File: src/rtl/idtab_pkg.sv
package idtab_pkg;

  typedef enum logic [1:0] {
    ST_IDLE      = 2'd0,
    ST_ASID_ENT  = 2'd1,
    ST_NNID_SLOT = 2'd2,
    ST_RESPOND   = 2'd3
  } walk_state_e;

  typedef enum logic [1:0] {
    RC_OK       = 2'd0,
    RC_BAD_ASID = 2'd1,
    RC_BAD_NNID = 2'd2
  } rsp_code_e;

  localparam int unsigned ENTRY_WORDS = 3;
  localparam int unsigned OFS_ARRAY   = 0;
  localparam int unsigned OFS_IOQ     = 1;
  localparam int unsigned OFS_COUNT   = 2;

endpackage

File: src/rtl/idtab_sup_regs.sv
module idtab_sup_regs #(
  parameter int ADDR_W = 32
) (
  input  logic              clk,
  input  logic              rst_n,
  input  logic              sup_we,
  input  logic              sup_sel,
  input  logic [ADDR_W-1:0] sup_wdata,
  output logic [ADDR_W-1:0] base_q,
  output logic [ADDR_W-1:0] acnt_q
);

  wire base_wr = sup_we && !sup_sel;
  wire cnt_wr  = sup_we &&  sup_sel;

  always_ff @(posedge clk or negedge rst_n) begin
    if (!rst_n) begin
      base_q <= '0;
      acnt_q <= '0;
    end else begin
      if (base_wr) base_q <= sup_wdata;
      if (cnt_wr)  acnt_q <= sup_wdata;
    end
  end

  AST_BASE_LOAD: assert property (@(posedge clk) disable iff (!rst_n)
    base_wr |=> base_q == $past(sup_wdata));
  AST_CNT_LOAD: assert property (@(posedge clk) disable iff (!rst_n)
    cnt_wr |=> acnt_q == $past(sup_wdata));
  AST_CNT_QUIET: assert property (@(posedge clk) disable iff (!rst_n)
    !cnt_wr |=> $stable(acnt_q));

endmodule

File: src/rtl/idtab_rd_chan.sv
module idtab_rd_chan #(
  parameter int ADDR_W = 32,
  parameter int DATA_W = 32
) (
  input  logic              clk,
  input  logic              rst_n,
  input  logic              issue,
  input  logic [ADDR_W-1:0] issue_addr,
  output logic              rd_busy,
  output logic              rd_done,
  output logic [DATA_W-1:0] rd_data,
  output logic              mem_req_valid,
  input  logic              mem_req_ready,
  output logic [ADDR_W-1:0] mem_req_addr,
  input  logic              mem_rsp_valid,
  input  logic [DATA_W-1:0] mem_rsp_data
);

  logic              pend_q;
  logic              wait_q;
  logic [ADDR_W-1:0] addr_q;

  wire req_hs = pend_q && mem_req_ready;

  always_ff @(posedge clk or negedge rst_n) begin
    if (!rst_n) begin
      pend_q <= 1'b0;
      wait_q <= 1'b0;
      addr_q <= '0;
    end else begin
      if (issue) begin
        pend_q <= 1'b1;
        addr_q <= issue_addr;
      end else if (req_hs) begin
        pend_q <= 1'b0;
        wait_q <= 1'b1;
      end
      if (rd_done) wait_q <= 1'b0;
    end
  end

  assign mem_req_valid = pend_q;
  assign mem_req_addr  = addr_q;
  assign rd_done       = wait_q && mem_rsp_valid;
  assign rd_data       = mem_rsp_data;
  assign rd_busy       = pend_q || wait_q;

  AST_REQ_HOLD: assert property (@(posedge clk) disable iff (!rst_n)
    mem_req_valid && !mem_req_ready |=> mem_req_valid && $stable(mem_req_addr));
  AST_SINGLE_READ: assert property (@(posedge clk) disable iff (!rst_n)
    issue |-> !rd_busy);
  AST_NO_REQ_WHILE_WAIT: assert property (@(posedge clk) disable iff (!rst_n)
    rd_done |-> !mem_req_valid);

endmodule

File: src/rtl/idtab_walk_fsm.sv
module idtab_walk_fsm
  import idtab_pkg::*;
#(
  parameter int ADDR_W = 32,
  parameter int DATA_W = 32,
  parameter int ASID_W = 8,
  parameter int NNID_W = 8
) (
  input  logic              clk,
  input  logic              rst_n,
  input  logic              req_valid,
  output logic              req_ready,
  input  logic [ASID_W-1:0] req_asid,
  input  logic [NNID_W-1:0] req_nnid,
  input  logic [ADDR_W-1:0] base_q,
  input  logic [ADDR_W-1:0] acnt_q,
  output logic              issue,
  output logic [ADDR_W-1:0] issue_addr,
  input  logic              rd_done,
  input  logic [DATA_W-1:0] rd_data,
  output logic              rsp_valid,
  output logic [1:0]        rsp_code,
  output logic [DATA_W-1:0] rsp_ptr
);

  function automatic logic [ADDR_W-1:0] entry_addr(input logic [ADDR_W-1:0] base,
                                                   input logic [ASID_W-1:0] asid);
    return base + ADDR_W'(asid) * ADDR_W'(ENTRY_WORDS);
  endfunction

  function automatic logic [ADDR_W-1:0] slot_addr(input logic [DATA_W-1:0] arr,
                                                  input logic [NNID_W-1:0] nnid);
    return ADDR_W'(arr) + ADDR_W'(nnid);
  endfunction

  walk_state_e       state_q;
  logic              phase_q;
  logic              rd_open_q;
  logic [ADDR_W-1:0] ent_q;
  logic [ADDR_W-1:0] slot_q;
  logic [NNID_W-1:0] nnid_q;
  rsp_code_e         code_q;
  logic [DATA_W-1:0] ptr_q;

  wire in_read     = (state_q == ST_ASID_ENT) || (state_q == ST_NNID_SLOT);
  wire acc_fire    = req_valid && (state_q == ST_IDLE);
  wire asid_ok     = ADDR_W'(req_asid) < acnt_q;
  wire asid_reject = acc_fire && !asid_ok;
  wire cnt_done    = rd_done && (state_q == ST_ASID_ENT) && !phase_q;
  wire nnid_reject = cnt_done && (DATA_W'(nnid_q) >= rd_data);
  wire arr_done    = rd_done && (state_q == ST_ASID_ENT) && phase_q;
  wire slot_done   = rd_done && (state_q == ST_NNID_SLOT);

  assign issue = in_read && !rd_open_q;

  always_comb begin
    issue_addr = slot_q;
    if (state_q == ST_ASID_ENT) begin
      if (phase_q) issue_addr = ent_q + ADDR_W'(OFS_ARRAY);
      else         issue_addr = ent_q + ADDR_W'(OFS_COUNT);
    end
  end

  always_ff @(posedge clk or negedge rst_n) begin
    if (!rst_n) begin
      state_q   <= ST_IDLE;
      phase_q   <= 1'b0;
      rd_open_q <= 1'b0;
      ent_q     <= '0;
      slot_q    <= '0;
      nnid_q    <= '0;
      code_q    <= RC_OK;
      ptr_q     <= '0;
    end else begin
      if (issue)   rd_open_q <= 1'b1;
      if (rd_done) rd_open_q <= 1'b0;
      case (state_q)
        ST_IDLE: begin
          if (acc_fire) begin
            nnid_q  <= req_nnid;
            ent_q   <= entry_addr(base_q, req_asid);
            phase_q <= 1'b0;
            if (asid_ok) begin
              state_q <= ST_ASID_ENT;
            end else begin
              code_q  <= RC_BAD_ASID;
              ptr_q   <= '0;
              state_q <= ST_RESPOND;
            end
          end
        end
        ST_ASID_ENT: begin
          if (nnid_reject) begin
            code_q  <= RC_BAD_NNID;
            ptr_q   <= '0;
            state_q <= ST_RESPOND;
          end else if (cnt_done) begin
            phase_q <= 1'b1;
          end else if (arr_done) begin
            slot_q  <= slot_addr(rd_data, nnid_q);
            state_q <= ST_NNID_SLOT;
          end
        end
        ST_NNID_SLOT: begin
          if (slot_done) begin
            code_q  <= RC_OK;
            ptr_q   <= rd_data;
            state_q <= ST_RESPOND;
          end
        end
        ST_RESPOND: state_q <= ST_IDLE;
        default:    state_q <= ST_IDLE;
      endcase
    end
  end

  assign req_ready = (state_q == ST_IDLE);
  assign rsp_valid = (state_q == ST_RESPOND);
  assign rsp_code  = code_q;
  assign rsp_ptr   = ptr_q;

  AST_BUSY_AFTER_ACCEPT: assert property (@(posedge clk) disable iff (!rst_n)
    acc_fire |=> !req_ready);
  AST_RSP_ONE_CYCLE: assert property (@(posedge clk) disable iff (!rst_n)
    rsp_valid |=> !rsp_valid && req_ready);
  AST_ASID_NO_READ: assert property (@(posedge clk) disable iff (!rst_n)
    asid_reject |=> rsp_valid && rsp_code == RC_BAD_ASID && !issue);
  AST_NNID_ERR: assert property (@(posedge clk) disable iff (!rst_n)
    nnid_reject |=> rsp_valid && rsp_code == RC_BAD_NNID);
  AST_ERR_NULL_PTR: assert property (@(posedge clk) disable iff (!rst_n)
    rsp_valid && rsp_code != RC_OK |-> rsp_ptr == '0);
  AST_SLOT_RESULT: assert property (@(posedge clk) disable iff (!rst_n)
    slot_done |=> rsp_valid && rsp_ptr == $past(rd_data));

endmodule

File: src/rtl/idtab_walker.sv
module idtab_walker #(
  parameter int ADDR_W = 32,
  parameter int DATA_W = 32,
  parameter int ASID_W = 8,
  parameter int NNID_W = 8
) (
  input  logic              clk,
  input  logic              rst_n,
  input  logic              sup_we,
  input  logic              sup_sel,
  input  logic [ADDR_W-1:0] sup_wdata,
  input  logic              req_valid,
  output logic              req_ready,
  input  logic [ASID_W-1:0] req_asid,
  input  logic [NNID_W-1:0] req_nnid,
  output logic              rsp_valid,
  output logic              rsp_err,
  output logic [1:0]        rsp_code,
  output logic [DATA_W-1:0] rsp_ptr,
  output logic              mem_req_valid,
  input  logic              mem_req_ready,
  output logic [ADDR_W-1:0] mem_req_addr,
  input  logic              mem_rsp_valid,
  input  logic [DATA_W-1:0] mem_rsp_data
);

  logic [ADDR_W-1:0] base_q;
  logic [ADDR_W-1:0] acnt_q;
  logic              issue;
  logic [ADDR_W-1:0] issue_addr;
  logic              rd_busy;
  logic              rd_done;
  logic [DATA_W-1:0] rd_data;

  idtab_sup_regs #(.ADDR_W(ADDR_W)) u_regs (
    .clk       (clk),
    .rst_n     (rst_n),
    .sup_we    (sup_we),
    .sup_sel   (sup_sel),
    .sup_wdata (sup_wdata),
    .base_q    (base_q),
    .acnt_q    (acnt_q)
  );

  idtab_walk_fsm #(
    .ADDR_W (ADDR_W),
    .DATA_W (DATA_W),
    .ASID_W (ASID_W),
    .NNID_W (NNID_W)
  ) u_fsm (
    .clk        (clk),
    .rst_n      (rst_n),
    .req_valid  (req_valid),
    .req_ready  (req_ready),
    .req_asid   (req_asid),
    .req_nnid   (req_nnid),
    .base_q     (base_q),
    .acnt_q     (acnt_q),
    .issue      (issue),
    .issue_addr (issue_addr),
    .rd_done    (rd_done),
    .rd_data    (rd_data),
    .rsp_valid  (rsp_valid),
    .rsp_code   (rsp_code),
    .rsp_ptr    (rsp_ptr)
  );

  idtab_rd_chan #(.ADDR_W(ADDR_W), .DATA_W(DATA_W)) u_rd (
    .clk           (clk),
    .rst_n         (rst_n),
    .issue         (issue),
    .issue_addr    (issue_addr),
    .rd_busy       (rd_busy),
    .rd_done       (rd_done),
    .rd_data       (rd_data),
    .mem_req_valid (mem_req_valid),
    .mem_req_ready (mem_req_ready),
    .mem_req_addr  (mem_req_addr),
    .mem_rsp_valid (mem_rsp_valid),
    .mem_rsp_data  (mem_rsp_data)
  );

  assign rsp_err = (rsp_code != 2'd0);

  AST_IDLE_NO_READ: assert property (@(posedge clk) disable iff (!rst_n)
    req_ready |-> !rd_busy);
  AST_READ_ONLY_BUSY: assert property (@(posedge clk) disable iff (!rst_n)
    mem_req_valid |-> !req_ready);

endmodule

File: config.mk
export PLATFORM = sky130hd
export DESIGN_NAME = idtab_walker
export DESIGN_NICKNAME = d
export VERILOG_FILES = /design/src/rtl/idtab_pkg.sv /design/src/rtl/idtab_sup_regs.sv /design/src/rtl/idtab_rd_chan.sv /design/src/rtl/idtab_walk_fsm.sv /design/src/rtl/idtab_walker.sv
export SDC_FILE = /design/constraint.sdc
export NUM_CORES = 1
export LEC_CHECK = 0
export ABC_CLOCK_PERIOD_IN_PS = 4160
export BUFFER_PORTS_ARGS = -buffer_cell sky130_fd_sc_hd__buf_2
export CELL_PAD_IN_SITES_DETAIL_PLACEMENT = 1
export CELL_PAD_IN_SITES_GLOBAL_PLACEMENT = 2
export CORE_MARGIN = 8
export CORE_UTILIZATION = 38
export CTS_BUF_LIST = sky130_fd_sc_hd__clkbuf_2 sky130_fd_sc_hd__clkbuf_4 sky130_fd_sc_hd__clkbuf_8
export CTS_CLUSTER_SIZE = 30
export DETAILED_ROUTE_END_ITERATION = 8
export PLACE_DENSITY_LB_ADDON = 0.05
export SETUP_SLACK_MARGIN = 0.2
export SYNTH_ARGS = -nofsm -noshare
export SYNTH_HDL_FRONTEND = slang
export SYNTH_SLANG_ARGS = --single-unit
File: constraint.sdc
create_clock -name clk -period 4.16 [get_ports clk]
set_input_delay 0.832 -clock clk [delete_from_list [all_inputs] [get_ports clk]]
set_output_delay 0.832 -clock clk [all_outputs]
set_load 0.05 [all_outputs]
-- Word-level counts from Yosys, hierarchy flattened
Index checks and enable logic that the tools add are counted.
- bits in latches: 0
- bits in writable memories: 0
- output and inout bits: 70
- memories kept: 0
- bits of input ports: 87
- ROM bits: 0
- bits in registers: 208
- word-level logic and storage cells: 91
- $add $sub $neg: 3
- shifts and indexed selects: 0
- reductions and logical operators: 28
- $mul: 1
- muxes and demuxes: 30
- div/mod/pow operators: 0
- $lt $le $gt $ge: 2
- equality and inequality tests: 12
- bitwise operators: 2
- operators with widths (kind ; count):
    $mux 32 ; 6
    $pmux 32 s3 ; 1
    $add 32x10->32 ; 1
    $add 32x2->32 const B ; 1
    $add 32x8->32 ; 1
    $ge 8x32->1 ; 1
    $lt 8x32->1 ; 1
    $mux 2 ; 10
    $reduce_and 4->1 ; 3
    $logic_and 1x1->1 ; 11
    $mul 8x2->10 const B ; 1
    $mux 1 ; 10
    $ne 2x1->1 const B ; 5
    $reduce_bool 2->1 ; 5
    $pmux 2 s4 ; 1
    $pmux 2 s3 ; 1
    $reduce_and 5->1 ; 1
    $eq 2x2->1 const B ; 2
    $ne 2x2->1 const B ; 2
    $reduce_and 2->1 ; 2
    $logic_not 1->1 ; 3
    $ne 3x1->1 const B ; 1
    $ne 3x3->1 const B ; 1
    $reduce_bool 3->1 ; 1
    other kinds (5) ; 6

-- Depth between registers and ports, before layout
Gate-level depths: netlist of run 1.
- word-level depth: 7
- mapped depth: 12
- mapped depth without buffers: 11

-- By module
Synthesis of run 1 repeated with hierarchy kept, for this count alone.
- cells, all modules: 1138
- area total of the unflattened synthesis: 11656.2 um^2
- by module, submodules not included (module ; times used ; seq. area each (um^2) ; area an instance (um^2) ; cells each):
    idtab_walk_fsm ; 1 ; 2752.6 ; 7551.0 ; 891
    idtab_sup_regs ; 1 ; 1601.5 ; 2426.1 ; 137
    idtab_rd_chan ; 1 ; 850.8 ; 1672.9 ; 109
    idtab_walker ; 1 ; 0.0 ; 6.3 ; 1

-- Worst setup path before layout of run 1
OpenSTA, ideal clock, no wires.
- kind: input-to-reg
- start point: in req_asid[0]
- end point: reg u_fsm.ent_q[25]
- library setup time: 0.130 ns
- required time: 4.030 ns
- slack: 0.741 ns
- data arrival time: 3.289 ns
- buffers on the path: 0
- stages on the path: 11
- path through: fa_1 > ha_1 > inv_1 > fa_1 > nor2b_1 > o21ai_1 > a21boi_0 > o21bai_1 > a2111oi_2 > xnor2_1 > o21ai_1
- longest elaborated chain between the ends: 2
- ends and longest elaborated chain (what ; line ; text):
    start, declared ; idtab_walker.sv:14 ; input logic [ASID_W-1:0] req_asid,
    $mul 8x2->10 ; idtab_walk_fsm.sv:28 ; return base + ADDR_W'(asid) * ADDR_W'(ENTRY_WORDS);
    $add 32x10->32 ; idtab_walk_fsm.sv:28 ;
    end signal, assigned ; idtab_walk_fsm.sv:81 ; ent_q <= entry_addr(base_q, req_asid);
    end, declared ; idtab_walk_fsm.sv:39 ; logic [ADDR_W-1:0] ent_q;
Every way passes these cells.
A chain may end at the register's enable or synchronous reset.

-- Worst setup path in the final report of run 1
Same ends and word-level chain as after synthesis.

==> results of run 1 <==
critical path: cells and delay by family:
kind	cells	cell delay (ps)
xor gates and xnor gates	1	180
adders and majority gates	3	1130
AOI/OAI and AO/OA	5	1430
and+or+nand+nor	1	130
buffers and inverters	2	190
final timing paths:
path / endpoint / start / slack (ps)
max: u_fsm.ent_q[25] / req_asid[0] / 650
min: u_fsm.rsp_ptr[5] / rst_n / 420
max reg2reg: u_fsm.ent_q[25] / u_regs.base_q[1] / 760
min reg2reg: u_fsm.slot_q[30] / u_fsm.slot_q[30] / 470
max in group asynchronous: u_regs.acnt_q[29] / rst_n / 2820
min in group clk: u_fsm.slot_q[30] / u_fsm.slot_q[30] / 470
per-layer routing:
layer,routed length [um],global-route usage (%),up-vias
met5,0,0,-
met4,608,4.76,0
met3,1380,3.67,46
met2,14200,29.0,139
met1,13600,23.2,4196
li1,-,-,4153
cell families after synthesis:
logic type | Yosys count | share of synthesized area (%)
simple gates | 339 | 15.0
compound gates | 231 | 12.0
mux | 79 | 8.07
xor+xnor | 85 | 6.79
fa+ha+maj | 48 | 6.10
buf+inv | 121 | 4.49
flops | 208 | 47.5
state kept, by name (all words and copies together), names as in the netlist, 2 cells and up:
name and count:
u_regs.base_q 32, u_fsm.rsp_code 2, u_fsm.slot_q 32, u_fsm.state_q 2, u_regs.acnt_q 32, u_fsm.nnid_q 8, u_rd.mem_req_addr 32, u_fsm.ent_q 32
u_fsm.rsp_ptr 32
through the flow:
stage,util (%),area (um^2)
2_1_floorplan,-,11000
3_3_place_gp,42.6,12200
3_5_place_dp,42.6,12200
4_1_cts,45.8,13100
5_1_grt,45.8,13100
6_report,45.8,13100
synthesized netlist by cell type, types with 2 or more instances:
cell type                     n
sky130_fd_sc_hd__a2111oi_2    5
sky130_fd_sc_hd__a211oi_1     7
sky130_fd_sc_hd__a21o_1       5
sky130_fd_sc_hd__a21oi_1     32
sky130_fd_sc_hd__a221oi_2     2
sky130_fd_sc_hd__a31oi_1      3
sky130_fd_sc_hd__and2_1       2
sky130_fd_sc_hd__and3_1      13
sky130_fd_sc_hd__and4_1       4
sky130_fd_sc_hd__buf_1        7
sky130_fd_sc_hd__buf_2        3
sky130_fd_sc_hd__buf_6        4
sky130_fd_sc_hd__clkbuf_1    37
sky130_fd_sc_hd__dfrtp_1    208
sky130_fd_sc_hd__fa_1         9
sky130_fd_sc_hd__ha_1        39
sky130_fd_sc_hd__inv_1       69
sky130_fd_sc_hd__mux2_2      75
sky130_fd_sc_hd__mux2i_1      4
sky130_fd_sc_hd__nand2_1    140
sky130_fd_sc_hd__nand2b_1     6
sky130_fd_sc_hd__nand3_1     60
sky130_fd_sc_hd__nand4_1     19
sky130_fd_sc_hd__nor2_1      33
sky130_fd_sc_hd__nor2b_1      6
sky130_fd_sc_hd__nor3_1      13
sky130_fd_sc_hd__nor3b_1     12
sky130_fd_sc_hd__nor4_1      14
sky130_fd_sc_hd__o21a_1       4
sky130_fd_sc_hd__o21ai_0    137
sky130_fd_sc_hd__o21ai_1     23
sky130_fd_sc_hd__o21bai_1     2
sky130_fd_sc_hd__o31ai_1      3
sky130_fd_sc_hd__or2_2        8
sky130_fd_sc_hd__or3_1        3
sky130_fd_sc_hd__xnor2_1     39
sky130_fd_sc_hd__xor2_1      46
cell type report:
cell class,count,area share [%]
repair buffers,171,7.19
multi-input cells,782,40.5
clock buffers,59,5.78
well taps,384,3.68
clock inverters,8,1.07
inverters,69,1.98
flip-flops and latches,208,39.8
power groups by stage:
stage | registers, mW | logic, mW | clock network [mW]
after floorplan | 3.94 | 2.01 | 0
after global placement | 3.23 | 3.74 | 0
after detailed placement | 3.25 | 3.80 | 0
after CTS | 3.22 | 3.81 | 2.36
after global routing | 3.31 | 4.15 | 2.44
final | 3.21 | 3.75 | 2.27
cell usage in the layout, fill, tap and decap left out, drive strengths merged, types with 46 or more instances in the layout:
cell type	Yosys	layout
dfrtp	208	208
buf	15	170
o21ai	160	160
nand2	140	140
mux2	75	75
inv	69	69
nand3	61	61
clkbuf	37	60
xor2	46	46
==> flow_metrics.tcl, run 1 <==
set metrics [dict create \
    final_cell_count_no_fill 1681 \
    std_cell_rows 62 \
    final_stage_net_count 1407 \
    route.detailed.vias_per_inst 5.08 \
    synth_top_area_share_pct 47.5 \
    seqCellArea_um2 5200 \
    grt_pass1_wl_um 48600 \
    tightest_slew_ps 1150 \
    post_synth_instance_area_um2 11000 \
    period_needed_ps 3510 \
    clk_pin_slew_ps 60 \
    clock_skew_ps 24.7 \
    synth-seq-area-share_pct 47.5 \
    end_kind "flip-flop" \
    gp_congestion 0.777 \
    drtAntennaViolNets 0 \
    floorplan.die.height_um 186 \
    syn-instance-count 1111 \
    final-max-slew-violation-count 0 \
    drt_iter0_markers 362 \
    fp.dieArea_um2 34500 \
    syn2layout_area_growth_pct 19.2 \
    fin_setup_tns_ps 0 \
    list_of_cells_traversed_by_the_critical_path "buf_2, fa_1, ha_1, inv_1, fa_1, nor2b_1, o21ai_1, a21boi_0, o21bai_1, a2111oi_2, xnor2_1, o21ai_1" \
    worst_path_class_setup "in2reg" \
    crit_arrival_ps 3890 \
    tritoncts_clock_tree "built" \
    wl_per_cell_um 17.7 \
    filler_cell_count 3303 \
    power.switching_mw 3.92 \
    p_comb_share_pct 40.6 \
    place_hpwl_um 22100 \
    final_hold_viol_count 0 \
    max_stage_delay_cell_worst_path "sky130_fd_sc_hd__a2111oi_2" \
    grt_setup_unrepaired "false" \
    buffer_depth_of_the_longest_clock_path 3 \
    share_seq_of_total_power_pct 34.8 \
    floorplan.io_pins 157 \
    final_min_period_over_clock_period_pct 84.3 \
    dr.pass1.iters 4 \
    cts_setup_buffers 0 \
    max-cap-violations 0 \
    die_w_um 186 \
    edff_count_synth 0 \
    fmaxAchievable_mhz 285 \
    numCtsBuffers 40 \
    ratio_of_cells_with_drive_above_1_in_the_final_layout_pct 26.1 \
    timing.slew.headroom_pct 23.5 \
    dp_worst_setup_slack_ps 175 \
    power.clock.fraction_pct 24.6 \
    placedCellCount 1614 \
    ys_dominant_reg_cell "sky130_fd_sc_hd__dfrtp_1" \
    power.density_nw_per_um2 706 \
    synth_async_sr_flop_share_pct 100 \
    ctsHoldBuffers 0 \
    r2r_cells 11 \
    switch_share_pct 42.6 \
    timing.critical_path.from_type "primary input" \
    cts_resized 0 \
    global_route.overflow_total 0 \
    syn-num-nets 1246 \
    syn-mean-instance-area_um2 9.87 \
    total_power_mw 9.22 \
    final-setup-viol-count 0 \
    cts_root_buffer "sky130_fd_sc_hd__clkbuf_8" \
    vdd_drop_max_v 0.000340 \
    clock_latency_ps 520 \
    synth_area_leaders "sky130_fd_sc_hd__dfrtp_1, sky130_fd_sc_hd__mux2_2, sky130_fd_sc_hd__o21ai_0, sky130_fd_sc_hd__nand2_1, sky130_fd_sc_hd__ha_1" \
    yosys_warnings 0 \
    ys_types 52 \
    multi_input_comb_area_um2 5290 \
    worstPathRequired_ps 4540 \
    totalWireLength_um 29800 \
    yosys.area.top_type "sky130_fd_sc_hd__dfrtp_1" \
    cts_max_level 2 \
    timing.hold.worst.class "in2async" \
    crit_fanout 10 \
    slowest_delay_ps 560 \
    power.internal_mw 5.30 \
    final.hold.worst_slack_ps 422 \
    cts.sinks 208 \
    p_leak_nw 5.86 \
    antenna_found_initial 0 \
    grt.total_usage_pct 17.6 \
    drc 0 \
    via_count_of_the_first_global_routing_pass 9020 \
    postLayoutSetupSlackWorst_ps 652 \
    floorplan.initialDensity_pct 38.4 \
    antennaDiodeCount 0 \
    maximum_number_of_pins_on_one_net_before_global_route_repair 105 \
    vias 8534 \
    place.port_buffers 156 \
    run_status "finished, final reports clean" \
    synth.ff_latch_count 208 \
    core_um2 28500 \
]
(Power assumes the default switching activity.)
==> inputs of run 2 (changes only) <==
ABC_AREA = 1   (was unset)
ABC_CLOCK_PERIOD_IN_PS = 3150   (was 4160)
CORE_UTILIZATION = 31   (was 38)
clock period = 3.15 ns   (was 4.16 ns; I/O delays follow)
==> flow_metrics.tcl, run 2 <==
set metrics [dict create \
    power.density_nw_per_um2 910 \
    post-synth-top-count-cell "sky130_fd_sc_hd__nand2_1" \
    vias 11800 \
    cts_resized 0 \
    synth_area_leaders "sky130_fd_sc_hd__dfrtp_1, sky130_fd_sc_hd__nand2_1, sky130_fd_sc_hd__inv_1, sky130_fd_sc_hd__o21ai_0, sky130_fd_sc_hd__nand3_1" \
    yosys_warnings 0 \
    maximum_number_of_pins_on_one_net_before_global_route_repair 73 \
    die_w_um 218 \
    crit_cells 13 \
    final-max-slew-violation-count 0 \
    vdd_drop_max_v 0.000325 \
    r2r_end "u_fsm.ent_q[26]" \
    wl_per_cell_um 17.5 \
    power.internal_mw 6.89 \
    post_synth_instance_area_um2 12600 \
    layout_common_cells "sky130_fd_sc_hd__nand2_1, sky130_fd_sc_hd__inv_1, sky130_fd_sc_hd__dfrtp_1, sky130_fd_sc_hd__buf_2, sky130_fd_sc_hd__nor2_1" \
    critical_path.startpoint "u_regs.base_q[4]" \
    p_comb_share_pct 45.9 \
    max_stage_delay_cell_worst_path "sky130_fd_sc_hd__fa_1" \
    tritoncts_clock_tree "built" \
    dp_worst_setup_slack_ps 118 \
    grt_setup_unrepaired "false" \
    global_route.usage.met2_pct 31.8 \
    total_power_mw 13.5 \
    floorplan.initialDensity_pct 31.1 \
    global_route.overflow_total 0 \
    worst_path_class_setup "reg2reg" \
    clock_skew_ps 37.8 \
    ys_dominant_reg_cell "sky130_fd_sc_hd__dfrtp_1" \
    final_hold_viol_count 0 \
    grtUsageMet1_pct 24.8 \
    drt_iter0_markers 565 \
    buffer_depth_of_the_longest_clock_path 3 \
    grtUsageMet3_pct 2.75 \
    gp_congestion 0.861 \
    place.port_buffers 156 \
    seqCellArea_um2 5200 \
    core_um2 40500 \
    final_stage_net_count 2104 \
    worstPathRequired_ps 3640 \
    antennaDiodeCount 0 \
    layout.cells.most_common "sky130_fd_sc_hd__nand2_1" \
    yosys.area.top_type "sky130_fd_sc_hd__dfrtp_1" \
    ctsHoldBuffers 1 \
    postLayoutSetupSlackWorst_ps 561 \
    list_of_cells_traversed_by_the_critical_path "fa_1, ha_1, nand2_1, nor2_1, nand2_1, nand3_1, inv_1, o21bai_2, nand2_1, nand2_1, nand2_1, nand2_1, nand2_1" \
    max-cap-violations 0 \
    fp.dieArea_um2 47400 \
    period_needed_ps 2590 \
    totalWireLength_um 44100 \
    power.switching_mw 6.62 \
    grt.total_usage_pct 19.1 \
    syn-num-nets 1942 \
    crit-reg2reg-launch "u_regs.base_q[4]" \
    post_synth_most_frequent_cells "sky130_fd_sc_hd__nand2_1, sky130_fd_sc_hd__inv_1, sky130_fd_sc_hd__dfrtp_1" \
    crit_end "u_fsm.ent_q[26]" \
    multi_input_comb_area_um2 6260 \
    clk_pin_slew_ps 60 \
    r2r_cells 13 \
    cts_root_buffer "sky130_fd_sc_hd__clkbuf_8" \
    crit_fanout 8 \
    edff_count_synth 0 \
    synth-seq-area-share_pct 41.3 \
    busiest_layer "met2" \
    cts_setup_buffers 0 \
    ratio_of_cells_with_drive_above_1_in_the_final_layout_pct 13.8 \
    hold_path.startpoint "req_nnid[7]" \
    syn-instance-count 1807 \
    place_hpwl_um 34300 \
    filler_cell_count 5186 \
    std_cell_rows 74 \
    crit_arrival_ps 3080 \
    final-setup-viol-count 0 \
    run_status "finished, final reports clean" \
    synth_async_sr_flop_share_pct 100 \
    share_seq_of_total_power_pct 32.5 \
    cts.sinks 208 \
    numCtsBuffers 41 \
    timing.critical_path.from_type "flip-flop" \
    drc 0 \
    clock_latency_ps 610 \
    final_min_period_over_clock_period_pct 82.2 \
    cts_max_level 2 \
    timing.hold.worst.class "in2reg" \
    route.detailed.vias_per_inst 4.68 \
    dr.pass1.iters 4 \
    timing.slew.headroom_pct 32.0 \
    switch_share_pct 49.0 \
    slowest_delay_ps 440 \
    power.clock.fraction_pct 21.5 \
    fmaxAchievable_mhz 386 \
    drtAntennaViolNets 0 \
    grt_pass1_wl_um 72000 \
    fin_setup_tns_ps 0 \
    r2r_slack_ps 560 \
    end_kind "flip-flop" \
    crit_path_most_repeated_cell "sky130_fd_sc_hd__nand2_1" \
    p_leak_nw 8.04 \
    tightest_slew_ps 1020 \
    syn2layout_area_growth_pct 17.7 \
    floorplan.io_pins 157 \
    min_path_cells 3 \
    path_delay_family "adder cells" \
    floorplan.die.height_um 218 \
    synth.ff_latch_count 208 \
    syn-mean-instance-area_um2 6.97 \
    critical_path.n_buffers_inverters 1 \
    antenna_found_initial 0 \
    ys_types 43 \
    via_count_of_the_first_global_routing_pass 12700 \
    synth_top_area_share_pct 41.3 \
]
[run 2: changes by cell type after synthesis, sizes merged, moves of 31 or more]
cell	change
nand2	+551
nand3	+61
nand4	+36
xor2	-31
inv	+166
o21ai	-39
mux2	-75
nor2	+114
[run 2: logic make-up after synthesis]
group,count (synthesis),synth area share [%]
buffers and inverters,292,9.12
AOI/OAI and AO/OA,175,7.35
adders and majority gates,48,5.30
DFF,208,41.3
and+or+nand+nor,1059,35.2
xor gates and xnor gates,25,1.74
[run 2: worst min path at each step]
stage | end | slack (ps)
after floorplan | u_fsm.ent_q[0] | 330
final | u_fsm.nnid_q[7] | 250
after global routing | u_fsm.nnid_q[7] | 230
after global placement | u_fsm.rsp_ptr[20] | 450
after detailed placement | u_fsm.rsp_ptr[20] | 450
after CTS | u_fsm.nnid_q[7] | 190
[run 2: power groups by stage]
stage | Clock [mW] | Combinational [mW] | Sequential [mW]
final | 2.91 | 6.20 | 4.39
after global routing | 3.12 | 6.95 | 4.54
after CTS | 3.04 | 6.33 | 4.41
after detailed placement | 0 | 6.30 | 4.45
after global placement | 0 | 6.23 | 4.41
after floorplan | 0 | 3.19 | 5.51
[run 2: worst reg2reg max path, stage by stage, from the launching register on]
cell                       delay (ps)
sky130_fd_sc_hd__dfrtp_1          400
sky130_fd_sc_hd__fa_1             440
sky130_fd_sc_hd__ha_1             380
sky130_fd_sc_hd__nand2_1          120
sky130_fd_sc_hd__nor2_1           120
sky130_fd_sc_hd__nand2_1           50
sky130_fd_sc_hd__nand3_1          190
sky130_fd_sc_hd__inv_1             90
sky130_fd_sc_hd__o21bai_2         390
sky130_fd_sc_hd__nand2_1          100
sky130_fd_sc_hd__nand2_1           80
sky130_fd_sc_hd__nand2_1           50
sky130_fd_sc_hd__nand2_1           50
sky130_fd_sc_hd__nand2_1           50
[run 2: layout make-up]
class,instances,area share (%)
timing repair buffer,176,6.52
inverter,235,5.98
tap,532,4.49
multi-input combinational,1307,42.2
clock inverter,4,0.371
clock buffer,66,5.36
sequential,208,35.1
[run 2: routing by layer]
layer / share of wire (%) / up-vias
li1: - / 6007
met1: 47 / 5594
met2: 46 / 164
met3: 3.4 / 68
met4: 3.2 / 0
met5: 0 / -
[run 2: per-stage QoR]
step / instances / utilization (%) / hold WS (ps) / area (um^2)
floorplan: 1807 / - / 334 / 12600
detailed placement: 2457 / 34.5 / 455 / 14000
global placement: 2457 / 34.5 / 448 / 14000
finish: 2528 / 36.7 / 246 / 14800
global route: 2528 / 36.7 / 230 / 14800
CTS: 2528 / 36.7 / 194 / 14800
